$ cat config.mk
export PLATFORM = sky130hd
export DESIGN_NAME = therm_gray_encoder
export DESIGN_NICKNAME = d
export VERILOG_FILES = /design/src/rtl/therm_enc_pkg.sv /design/src/rtl/therm_gray_stage.sv /design/src/rtl/gray_bin_ripple.sv /design/src/rtl/code_serializer.sv /design/src/rtl/therm_gray_encoder.sv
export SDC_FILE = /design/constraint.sdc
export NUM_CORES = 1
export LEC_CHECK = 0
export ABC_AREA = 1
export BUFFER_PORTS_ARGS = -buffer_cell sky130_fd_sc_hd__buf_4
export CELL_PAD_IN_SITES_DETAIL_PLACEMENT = 1
export CELL_PAD_IN_SITES_GLOBAL_PLACEMENT = 2
export CORE_MARGIN = 3
export CORE_UTILIZATION = 29
export CTS_CLUSTER_SIZE = 14
export DETAILED_ROUTE_END_ITERATION = 16
export PLACE_DENSITY_LB_ADDON = 0.1
export SLEW_MARGIN = 25
export SYNTH_ARGS = -nofsm -noshare
export SYNTH_HDL_FRONTEND = slang
export SYNTH_SLANG_ARGS = --single-unit
$ cat constraint.sdc
create_clock -name clk -period 1.4 [get_ports clk]
set_clock_uncertainty 0.2 [all_clocks]
set_input_delay 0.14 -clock clk [delete_from_list [all_inputs] [get_ports clk]]
set_output_delay 0.14 -clock clk [all_outputs]
set_load 0.005 [all_outputs]
$ cat src/rtl/therm_enc_pkg.sv
package therm_enc_pkg;

   typedef enum logic [0:0] {
      SER_IDLE  = 1'b0,
      SER_SHIFT = 1'b1
   } ser_state_e;

   // number of window terms feeding Gray bit gi for a given resolution
   function automatic int win_count(input int res_bits, input int gi);
      return 1 << (res_bits - 2 - gi);
   endfunction

endpackage

$ cat src/rtl/therm_gray_stage.sv
module therm_gray_stage #(
   parameter int RES_BITS = 6
) (
   input  logic [(1<<RES_BITS)-2:0] therm_i,
   output logic [RES_BITS-1:0]      gray_o
);
   import therm_enc_pkg::*;

   localparam int MID = 1 << (RES_BITS - 1);

   // top Gray bit is the middle line alone
   assign gray_o[RES_BITS-1] = therm_i[MID-1];

   genvar gi, wi;
   generate
      for (gi = 0; gi < RES_BITS - 1; gi++) begin : g_bit
         localparam int STRIDE = 1 << (gi + 2);
         localparam int LO     = 1 << gi;
         localparam int HI_OFF = 1 << (gi + 1);
         localparam int NWIN   = win_count(RES_BITS, gi);
         logic [NWIN-1:0] win;
         for (wi = 0; wi < NWIN; wi++) begin : g_win
            // window active when line LO+k*STRIDE is set but its partner above is clear
            assign win[wi] = therm_i[LO + wi*STRIDE - 1] &
                             ~therm_i[LO + HI_OFF + wi*STRIDE - 1];
         end
         assign gray_o[gi] = |win;
      end
   endgenerate

endmodule

$ cat src/rtl/gray_bin_ripple.sv
module gray_bin_ripple #(
   parameter int RES_BITS = 6
) (
   input  logic [RES_BITS-1:0] gray_i,
   output logic [RES_BITS-1:0] bin_o
);

   always_comb begin
      logic acc;
      acc = 1'b0;
      for (int i = RES_BITS - 1; i >= 0; i--) begin
         acc      = acc ^ gray_i[i];
         bin_o[i] = acc;
      end
   end

endmodule

$ cat src/rtl/code_serializer.sv
module code_serializer #(
   parameter int WIDTH = 6
) (
   input  logic             clk,
   input  logic             rst,
   input  logic             load_i,
   input  logic [WIDTH-1:0] par_i,
   output logic             ser_o,
   output logic             busy_o
);
   import therm_enc_pkg::*;

   localparam int CW = $clog2(WIDTH + 1);

   ser_state_e       state;
   logic [WIDTH-1:0] shreg;
   logic [CW-1:0]    cnt;

   always_ff @(posedge clk) begin
      if (rst) begin
         state <= SER_IDLE;
         shreg <= '0;
         cnt   <= '0;
      end else begin
         case (state)
            SER_IDLE: begin
               if (load_i) begin
                  shreg <= par_i;
                  cnt   <= CW'(WIDTH);
                  state <= SER_SHIFT;
               end
            end
            SER_SHIFT: begin
               shreg <= shreg >> 1;
               cnt   <= cnt - 1'b1;
               if (cnt == CW'(1)) state <= SER_IDLE;
            end
            default: state <= SER_IDLE;
         endcase
      end
   end

   assign busy_o = (state == SER_SHIFT);
   assign ser_o  = busy_o & shreg[0];

   // an accepted load starts a stream with the LSB of the loaded word
   p_load_starts_r7: assert property (@(posedge clk) disable iff (rst)
      (load_i && !busy_o) |=> (busy_o && ser_o == $past(par_i[0])));

   // while shifting, the next bit comes from the shift register, not a reload
   p_busy_keeps_stream_r8: assert property (@(posedge clk) disable iff (rst)
      (busy_o && cnt > CW'(1)) |=> (busy_o && ser_o == $past(shreg[1])));

   // a stream ends after the final bit
   p_stream_ends_r7: assert property (@(posedge clk) disable iff (rst)
      (busy_o && cnt == CW'(1)) |=> !busy_o);

endmodule

$ cat src/rtl/therm_gray_encoder.sv
module therm_gray_encoder #(
   parameter int RES_BITS = 6,
   parameter bit SER_EN   = 1'b1
) (
   input  logic                       clk,
   input  logic                       rst,
   input  logic                       samp_i,
   input  logic [(1<<RES_BITS)-2:0]   therm_i,
   input  logic                       ser_load_i,
   output logic [RES_BITS-1:0]        code_o,
   output logic                       vld_o,
   output logic                       ser_o,
   output logic                       ser_busy_o
);

   localparam int TW  = (1 << RES_BITS) - 1;
   localparam int MID = 1 << (RES_BITS - 1);

   generate
      if (RES_BITS < 2 || RES_BITS > 8) begin : g_bad_res
         $error("therm_gray_encoder: RES_BITS must be within 2..8");
      end
   endgenerate

   logic [TW-1:0]       th_q;
   logic                pend_q;
   logic [RES_BITS-1:0] gray;
   logic [RES_BITS-1:0] bin;

   therm_gray_stage #(.RES_BITS(RES_BITS)) u_gray (
      .therm_i (th_q),
      .gray_o  (gray)
   );

   gray_bin_ripple #(.RES_BITS(RES_BITS)) u_ripple (
      .gray_i (gray),
      .bin_o  (bin)
   );

   always_ff @(posedge clk) begin
      if (rst) begin
         th_q   <= '0;
         pend_q <= 1'b0;
         code_o <= '0;
         vld_o  <= 1'b0;
      end else begin
         pend_q <= samp_i;
         if (samp_i) th_q <= therm_i;
         vld_o <= pend_q;
         if (pend_q) code_o <= bin;
      end
   end

   generate
      if (SER_EN) begin : g_ser
         code_serializer #(.WIDTH(RES_BITS)) u_ser (
            .clk    (clk),
            .rst    (rst),
            .load_i (ser_load_i),
            .par_i  (code_o),
            .ser_o  (ser_o),
            .busy_o (ser_busy_o)
         );
      end else begin : g_no_ser
         assign ser_o      = 1'b0;
         assign ser_busy_o = 1'b0;
      end
   endgenerate

   // a strobe produces a valid pulse two edges later
   p_vld_after_samp_r3: assert property (@(posedge clk) disable iff (rst)
      samp_i |=> ##1 vld_o);

   // no strobe, no valid pulse
   p_no_vld_without_samp_r3: assert property (@(posedge clk) disable iff (rst)
      !samp_i |=> ##1 !vld_o);

   // the code holds whenever no new result is flagged
   p_code_hold_r4: assert property (@(posedge clk) disable iff (rst)
      !vld_o |-> $stable(code_o));

   // the MSB of each new code follows the middle thermometer line
   p_msb_is_mid_r5: assert property (@(posedge clk) disable iff (rst)
      vld_o |-> (code_o[RES_BITS-1] == $past(th_q[MID-1])));

endmodule

==> run_results.csv, run 1 <==
group,metric,value,unit
run_status,outcome,"finished with violations",
run_status,violations,"setup timing",
layout,multi_input_area,0.00149,sq mm
synth,syn_area_per_cell,7.29,sq um
grt,global_route_wire_length_before_repair,16000,microns
synth,ys_seq_elements,81,
die,core.rowCount,38,
timing,post-route-min-period,1.48,ns
die,die_area,0.0125,sq mm
die,die_h,112,microns
setup_path,path_max_fanout,3,
setup_path,critical_path_required,1.44,ns
synth,synth_top_cell_by_area,"sky130_fd_sc_hd__dfxtp_1",
power_and_ir_drop,total_power,5.46,mW
timing,final.setup.worst_slack,-0.0781,ns
synth,synth_cells,446,
detailed_routing,ant_nets,0,
cts,cts-root-to-sink-buffers,2,
layout,drive_above_1_share,28.4,%
timing,fmaxAchievable,0.677,GHz
timing,timing.final.crit_share,106,%
job,maxCapViolations,0,
detailed_routing,wire_per_inst,13.0,microns
timing,hold_viol_final,0,
cts,cts_tree,"yes",
die,chipWidth,112,microns
detailed_routing,detail_route.vias_per_cell,4.51,
synth,seq_area_frac_synth,49.9,%
cts,root_buffer_selected_by_cts,"sky130_fd_sc_hd__clkbuf_8",
setup_path,worst_r2r_endpoint,"code_o[0]",
setup_path,rr_startpoint,"th_q[15]",
synth,synth_unique_cells,25,
detailed_routing,detailedRoute.firstPassIterationCount,4,
timing,rsz0062_at_grt,"yes",
grt,grt_max_degree,60,
setup_path,reg2regPathDepth,11,
setup_path,cp_top_family,"simple AND/OR/NAND/NOR gates",
setup_path,timing.critical_path.to,"code_o[0]",
setup_path,startpoint,"th_q[15]",
placement,numPortBuffers,75,
setup_path,setup.reg_to_reg.worst_slack,-0.08,ns
timing,maxSlewViolCount,0,
placement,place_hpwl,6400,microns
synth,synthDominantCellAreaShare,49.9,%
grt,antenna_found_initial,0,
setup_path,worst_ep_arrival_time,1.52,ns
placement,detailed_place.area,0.00405,sq mm
die,floorplan.io_pins,76,
power_and_ir_drop,max-vdd-ir-drop,0.000534,V
timing,worst_slew_pin_slew,0.436,ns
grt,grt_pass1_vias,3409,
setup_path,timing.critical_path.slowest_stage_cell,"sky130_fd_sc_hd__dfxtp_2",
timing,timing.slew.headroom,70.8,%
detailed_routing,totalWireLength,9620,microns
synth,mappedNetlistNets,515,
detailed_routing,drcViolationCount,0,
setup_path,critical_path.most_common_cell,"sky130_fd_sc_hd__nand2_4",
setup_path,worstSetupStartpointType,"flip-flop",
detailed_routing,first_iter_violations,96,
setup_path,endpoint_kind,"flip-flop",
setup_path,timing.setup.critical_path_class,"reg -> reg",
setup_path,critical_path_depth,11,
setup_path,timing.critical_path.cells,"nand2_4 > nand2_4 > nand2_4 > nand2_4 > nand2_4 > nand2_4 > nand3_2 > nand2_2 > nand3_2 > nand2_1 > nor2_1",
setup_path,worst_path_largest_cell_delay,0.40,ns
cts,clkLatencyLatePin,0.35,ns
synth,ys.warnings.count,0,
timing,setup_viol_count_final,3,
power_and_ir_drop,powerDensity,1060,mW/mm^2
hold_path,hold_class,"in -> reg",
synth,ranking_of_synthesized_cells_by_area,"sky130_fd_sc_hd__dfxtp_1 50%, sky130_fd_sc_hd__o21ai_0 11%, sky130_fd_sc_hd__nor2_1 8.7%",
cts,cts_inserted_buffers,9,
layout,diodes,0,
cts,ctsHtreeMaxLevel,3,
cts,clk_pin_slew,0.09,ns
placement,gp_congestion,0.750,
die,coreArea,0.0109,sq mm
layout,postLayoutCellArea,0.00515,sq mm
power_and_ir_drop,p_leak,2.35,nW
layout,syn_to_final_growth,58.6,%
cts,clkSinkCount,81,
grt,globalRouteOverflowTotal,0,
setup_path,path_buf_inv,0,
detailed_routing,vias,3330,
layout,ff_latch_area,0.00163,sq mm
layout,fin_nets,663,
synth,synth.cell_area,0.00325,sq mm
layout,fill_cells,1314,
die,start_util,29.8,%
grt,grt_use_total,15.7,%
-- state kept, by name (all words and copies together), names as in the netlist --
register            flops
th_q                   63
code_o                  6
g_ser.u_ser.shreg       6
g_ser.u_ser.cnt         3
g_ser.u_ser.busy_o      1
pend_q                  1
vld_o                   1
-- worst reg2reg max path, stage by stage (launching register included) --
cell	delay [ns]
sky130_fd_sc_hd__dfxtp_2	0.40
sky130_fd_sc_hd__nand2_4	0.07
sky130_fd_sc_hd__nand2_4	0.09
sky130_fd_sc_hd__nand2_4	0.06
sky130_fd_sc_hd__nand2_4	0.09
sky130_fd_sc_hd__nand2_4	0.08
sky130_fd_sc_hd__nand2_4	0.09
sky130_fd_sc_hd__nand3_2	0.08
sky130_fd_sc_hd__nand2_2	0.08
sky130_fd_sc_hd__nand3_2	0.05
sky130_fd_sc_hd__nand2_1	0.06
sky130_fd_sc_hd__nor2_1	0.04
-- metal layers --
metal	track usage, %	vias up	routed length, microns
met1	20.1	1556	4500
li1	-	1709	-
met2	26.9	54	4710
met4	5.11	0	140
met5	0	-	0
met3	2.45	11	270
-- cells in the mapped netlist --
cell                        n
sky130_fd_sc_hd__a211oi_1   1
sky130_fd_sc_hd__a21oi_1   36
sky130_fd_sc_hd__a221oi_1   1
sky130_fd_sc_hd__a22oi_1    2
sky130_fd_sc_hd__a311oi_1   1
sky130_fd_sc_hd__a31o_2     1
sky130_fd_sc_hd__buf_1      2
sky130_fd_sc_hd__buf_2      6
sky130_fd_sc_hd__clkbuf_1  14
sky130_fd_sc_hd__clkbuf_8   1
sky130_fd_sc_hd__dfxtp_1   81
sky130_fd_sc_hd__ha_1       2
sky130_fd_sc_hd__inv_1     60
sky130_fd_sc_hd__inv_2      1
sky130_fd_sc_hd__nand2_1   65
sky130_fd_sc_hd__nand2_2    3
sky130_fd_sc_hd__nand3_1   12
sky130_fd_sc_hd__nand3_2    3
sky130_fd_sc_hd__nand4_1    1
sky130_fd_sc_hd__nor2_1    75
sky130_fd_sc_hd__nor2_2     1
sky130_fd_sc_hd__o211ai_1   2
sky130_fd_sc_hd__o21ai_0   72
sky130_fd_sc_hd__o22ai_1    1
sky130_fd_sc_hd__or2_2      2
-- layout make-up --
type | count | area share [%]
clock buffer | 11 | 2.55
clock inverter | 5 | 1.55
inverter | 61 | 4.49
multi-input combinational | 281 | 29.0
sequential | 81 | 31.6
tap | 140 | 3.40
timing repair buffer | 160 | 27.4
-- repair_timing --
item	CTS	global route
buffers inserted	2	0
setup endpoints to repair	4	7
hold buffers	65	1
resized for setup	26	50
hold endpoints to repair	74	2
pin swaps	13	20
-- worst min-delay path by stage --
stage | startpoint | to | slack, ns | cells after the start
floorplan | therm_i[62] | th_q[62] | 0.07 | 2
global placement | therm_i[8] | th_q[8] | 0.16 | 3
detailed placement | therm_i[48] | th_q[48] | 0.17 | 3
CTS | ser_load_i | g_ser.u_ser.shreg[5] | -0.09 | 4
global route | samp_i | th_q[50] | 0.10 | 4
finish | samp_i | th_q[33] | 0.08 | 4
-- cell usage in the layout, fill, tap and decap left out, drive strengths merged, types with 11 or more instances in the layout --
cell type	instances
a21oi	36
buf	94
clkbuf	11
dfxtp	81
dlygate4sd3	66
inv	60
nand2	68
nand3	15
nor2	76
o21ai	72
-- power breakdown --
part / internal (mW) / total, mW / switching [mW] / leakage, nW
Sequential: 2.46 / 2.55 / 0.0803 / 0.674
Clock: 1.00 / 1.87 / 0.869 / 0.0995
Combinational: 0.532 / 1.05 / 0.513 / 1.58
-- logic make-up (layout without fill, tap and decap cells) --
kind of cell	count (synthesis)	after routing	synth area share, %
compound gates	117	117	18.8
flops	81	81	49.9
fa+ha+maj	2	2	0.770
buf+inv	84	237	10.2
simple gates	162	162	20.3
-- stage by stage --
step / util (%) / hold WS (ns) / std cells / setup TNS, ns / setup slack [ns]
4_1_cts: 45.9 / -0.0934 / 738 / -0.114 / -0.0597
5_1_grt: 47.3 / 0.102 / 739 / -0.432 / -0.164
2_1_floorplan: - / 0.0749 / 446 / 0 / 0.102
3_3_place_gp: 37.2 / 0.165 / 655 / -0.189 / -0.128
3_5_place_dp: 37.2 / 0.171 / 655 / -0.236 / -0.152
6_report: 47.3 / 0.0811 / 739 / -0.102 / -0.0781
Power figures use the tool's default switching activity.
==> run 2: changes to the inputs <==
--- a/config.mk
+++ b/config.mk
@@ -10,7 +10,7 @@
 export CELL_PAD_IN_SITES_DETAIL_PLACEMENT = 1
 export CELL_PAD_IN_SITES_GLOBAL_PLACEMENT = 2
 export CORE_MARGIN = 3
-export CORE_UTILIZATION = 29
+export CORE_UTILIZATION = 26
 export CTS_CLUSTER_SIZE = 14
 export DETAILED_ROUTE_END_ITERATION = 16
 export PLACE_DENSITY_LB_ADDON = 0.1
==> constraint.sdc (replaced) <==
create_clock -name clk -period 1.34 [get_ports clk]
set_clock_uncertainty 0.2 [all_clocks]
set_input_delay 0.134 -clock clk [delete_from_list [all_inputs] [get_ports clk]]
set_output_delay 0.134 -clock clk [all_outputs]
set_load 0.005 [all_outputs]
==> run_results.csv, run 2 (same netlist as run 1, synthesis figures left out) <==
group,metric,value,unit
timing,rsz0062_at_grt,"yes",
cts,clkLatencyLatePin,0.34,ns
run_status,violations,"setup timing",
power_and_ir_drop,max-vdd-ir-drop,0.000727,V
run_status,outcome,"finished with violations",
timing,timing.slew.headroom,73.0,%
cts,root_buffer_selected_by_cts,"sky130_fd_sc_hd__clkbuf_16",
setup_path,cp_top_family,"simple AND/OR/NAND/NOR gates",
detailed_routing,detailedRoute.firstPassIterationCount,4,
cts,ctsHtreeMaxLevel,3,
hold_path,holdPathEnd,"th_q[31]",
setup_path,endpoint_kind,"flip-flop",
cts,cts-root-to-sink-buffers,2,
detailed_routing,detail_route.vias_per_cell,4.33,
layout,multi_input_area,0.00146,sq mm
layout,top_register,"th_q",
detailed_routing,vias,3420,
layout,layoutNonFillerInstCount,789,
layout,final_cell_mix,"108 x sky130_fd_sc_hd__buf_4, 71 x sky130_fd_sc_hd__dfxtp_1, 68 x sky130_fd_sc_hd__nor2_1",
setup_path,path_max_fanout,3,
die,coreArea,0.0121,sq mm
setup_path,timing.critical_path.cells,"nand2_4 > nand2_4 > nand2_4 > nand2_4 > nand2_4 > nand2_2 > nand3_2 > nand3_2 > nand2_1 > inv_1 > nor2_2",
layout,largest_register_ffs,63,
placement,place_hpwl,6400,microns
timing,post-route-min-period,1.46,ns
timing,worst_slew_pin_slew,0.403,ns
placement,pre_cts_slack,-0.118,ns
grt,grt_use_total,15.1,%
setup_path,worst_ep_arrival_time,1.50,ns
die,die_h,118,microns
layout,fill_cells,1473,
cts,cts_inserted_buffers,9,
setup_path,critical_path.most_common_cell,"sky130_fd_sc_hd__nand2_4",
detailed_routing,drcViolationCount,0,
grt,grt_pass1_vias,3630,
job,maxCapViolations,0,
timing,fin_hold_ws,0.0729,ns
layout,final_common_cell,"sky130_fd_sc_hd__buf_4",
setup_path,timing.setup.critical_path_class,"reg -> reg",
layout,ff_latch_area,0.00164,sq mm
timing,setup_viol_count_final,4,
cts,clk_pin_slew,0.06,ns
setup_path,worst_r2r_endpoint,"code_o[0]",
detailed_routing,ant_nets,0,
grt,global_route_wire_length_before_repair,17000,microns
die,core.rowCount,40,
grt,globalRouteOverflowTotal,0,
grt,grt_max_degree,57,
detailed_routing,totalWireLength,10100,microns
placement,placed_cells_incl_taps,701,
die,floorplan.io_pins,76,
die,chipWidth,118,microns
detailed_routing,wire_per_inst,12.8,microns
hold_path,holdPathStages,5,
hold_path,hold_class,"in -> reg",
cts,clkSinkCount,81,
timing,final.setup.worst_slack,-0.125,ns
timing,fmaxAchievable,0.683,GHz
setup_path,rr_startpoint,"th_q[15]",
placement,numPortBuffers,75,
cts,cts_tree,"yes",
die,start_util,26.8,%
setup_path,worstSetupStartpointType,"flip-flop",
layout,largestRegisters,"th_q: 63 flops, code_o: 6 flops, g_ser.u_ser.shreg: 6 flops",
layout,drive_above_1_share,31.9,%
layout,finish.utilization,44.8,%
setup_path,path_buf_inv,1,
layout,fin_nets,684,
die,die_area,0.0139,sq mm
timing,timing.final.crit_share,109,%
grt,antenna_found_initial,1,
setup_path,worst_path_largest_cell_delay,0.39,ns
setup_path,timing.critical_path.slowest_stage_cell,"sky130_fd_sc_hd__dfxtp_2",
hold_path,hold_path.startpoint,"rst",
layout,syn_to_final_growth,67.0,%
power_and_ir_drop,p_leak,2.50,nW
setup_path,setup.reg_to_reg.worst_slack,-0.12,ns
detailed_routing,first_iter_violations,115,
setup_path,critical_path_required,1.37,ns
placement,gp_congestion,0.726,
power_and_ir_drop,powerDensity,1150,mW/mm^2
setup_path,reg2regPathDepth,11,
timing,hold_viol_final,0,
timing,maxSlewViolCount,0,
timing,final.setup.tns,-0.371,ns
==> run 2: cell types whose count changed in the layout (fill, tap and decap cells not counted), sizes merged <==
cell         before  now
inv              60   61
clkinvlp          2    0
diode             0    1
bufinv            2    0
buf              94  116
clkbuf           11   14
dlygate4sd3      66   65
==> run 2: through the flow <==
stage          instance area, sq um  power (mW)
2_1_floorplan                  3250        3.13
3_3_place_gp                   4230        3.55
3_5_place_dp                   4230        3.58
4_1_cts                        5270        6.23
5_1_grt                        5430        6.59
6_report                       5430        6.22
==> run 2: final cells by class <==
type                            instances  share of cell area, %
Clock buffer                           14                   5.24
Timing Repair Buffer                  181                   29.2
Multi-Input combinational cell        281                   27.0
Sequential cell                        81                   30.2
Clock inverter                          2                  0.185
Tap cell                              168                   3.87
Inverter                               61                   4.27
Antenna cell                            1                 0.0461
==> run 2: how the worst max path moves through the flow <==
stage | startpoint | endpoint | cells past startpoint
2_1_floorplan | th_q[31] | code_o[1] | 8
3_3_place_gp | th_q[13] | code_o[1] | 9
3_5_place_dp | th_q[13] | code_o[0] | 11
4_1_cts | th_q[30] | code_o[0] | 11
5_1_grt | th_q[30] | code_o[0] | 11
6_report | th_q[15] | code_o[0] | 11
==> run 2: tightest hold or removal path: cells and delay by family <==
kind                   cells  cell delay (ns)
AO/OA/AOI/OAI              2             0.12
buffers and inverters      3             0.32
==> run 2: per-layer routing <==
layer | track usage (%) | vias to the layer above | share of wire, %
met5 | 0 | - | 0
met4 | 4.18 | 0 | 1.2
met3 | 4.76 | 9 | 4.1
met2 | 26.9 | 50 | 51
met1 | 17.3 | 1606 | 44
li1 | - | 1755 | -
==> run 2: power breakdown <==
group | internal, mW | leakage, nW | total (mW) | switching, mW
clock network | 1.45 | 0.149 | 2.39 | 0.940
logic | 0.615 | 1.68 | 1.16 | 0.543
registers | 2.58 | 0.675 | 2.67 | 0.0839
total | 4.65 | 2.50 | 6.22 | 1.57
==> run 2: what timing repair did <==
item	in CTS	in global routing
endpoints found under the setup margin	6	9
pin swaps	11	23
hold endpoints to repair	73	0
hold buffers	65	0
gates resized for setup	28	50
buffers inserted	3	3
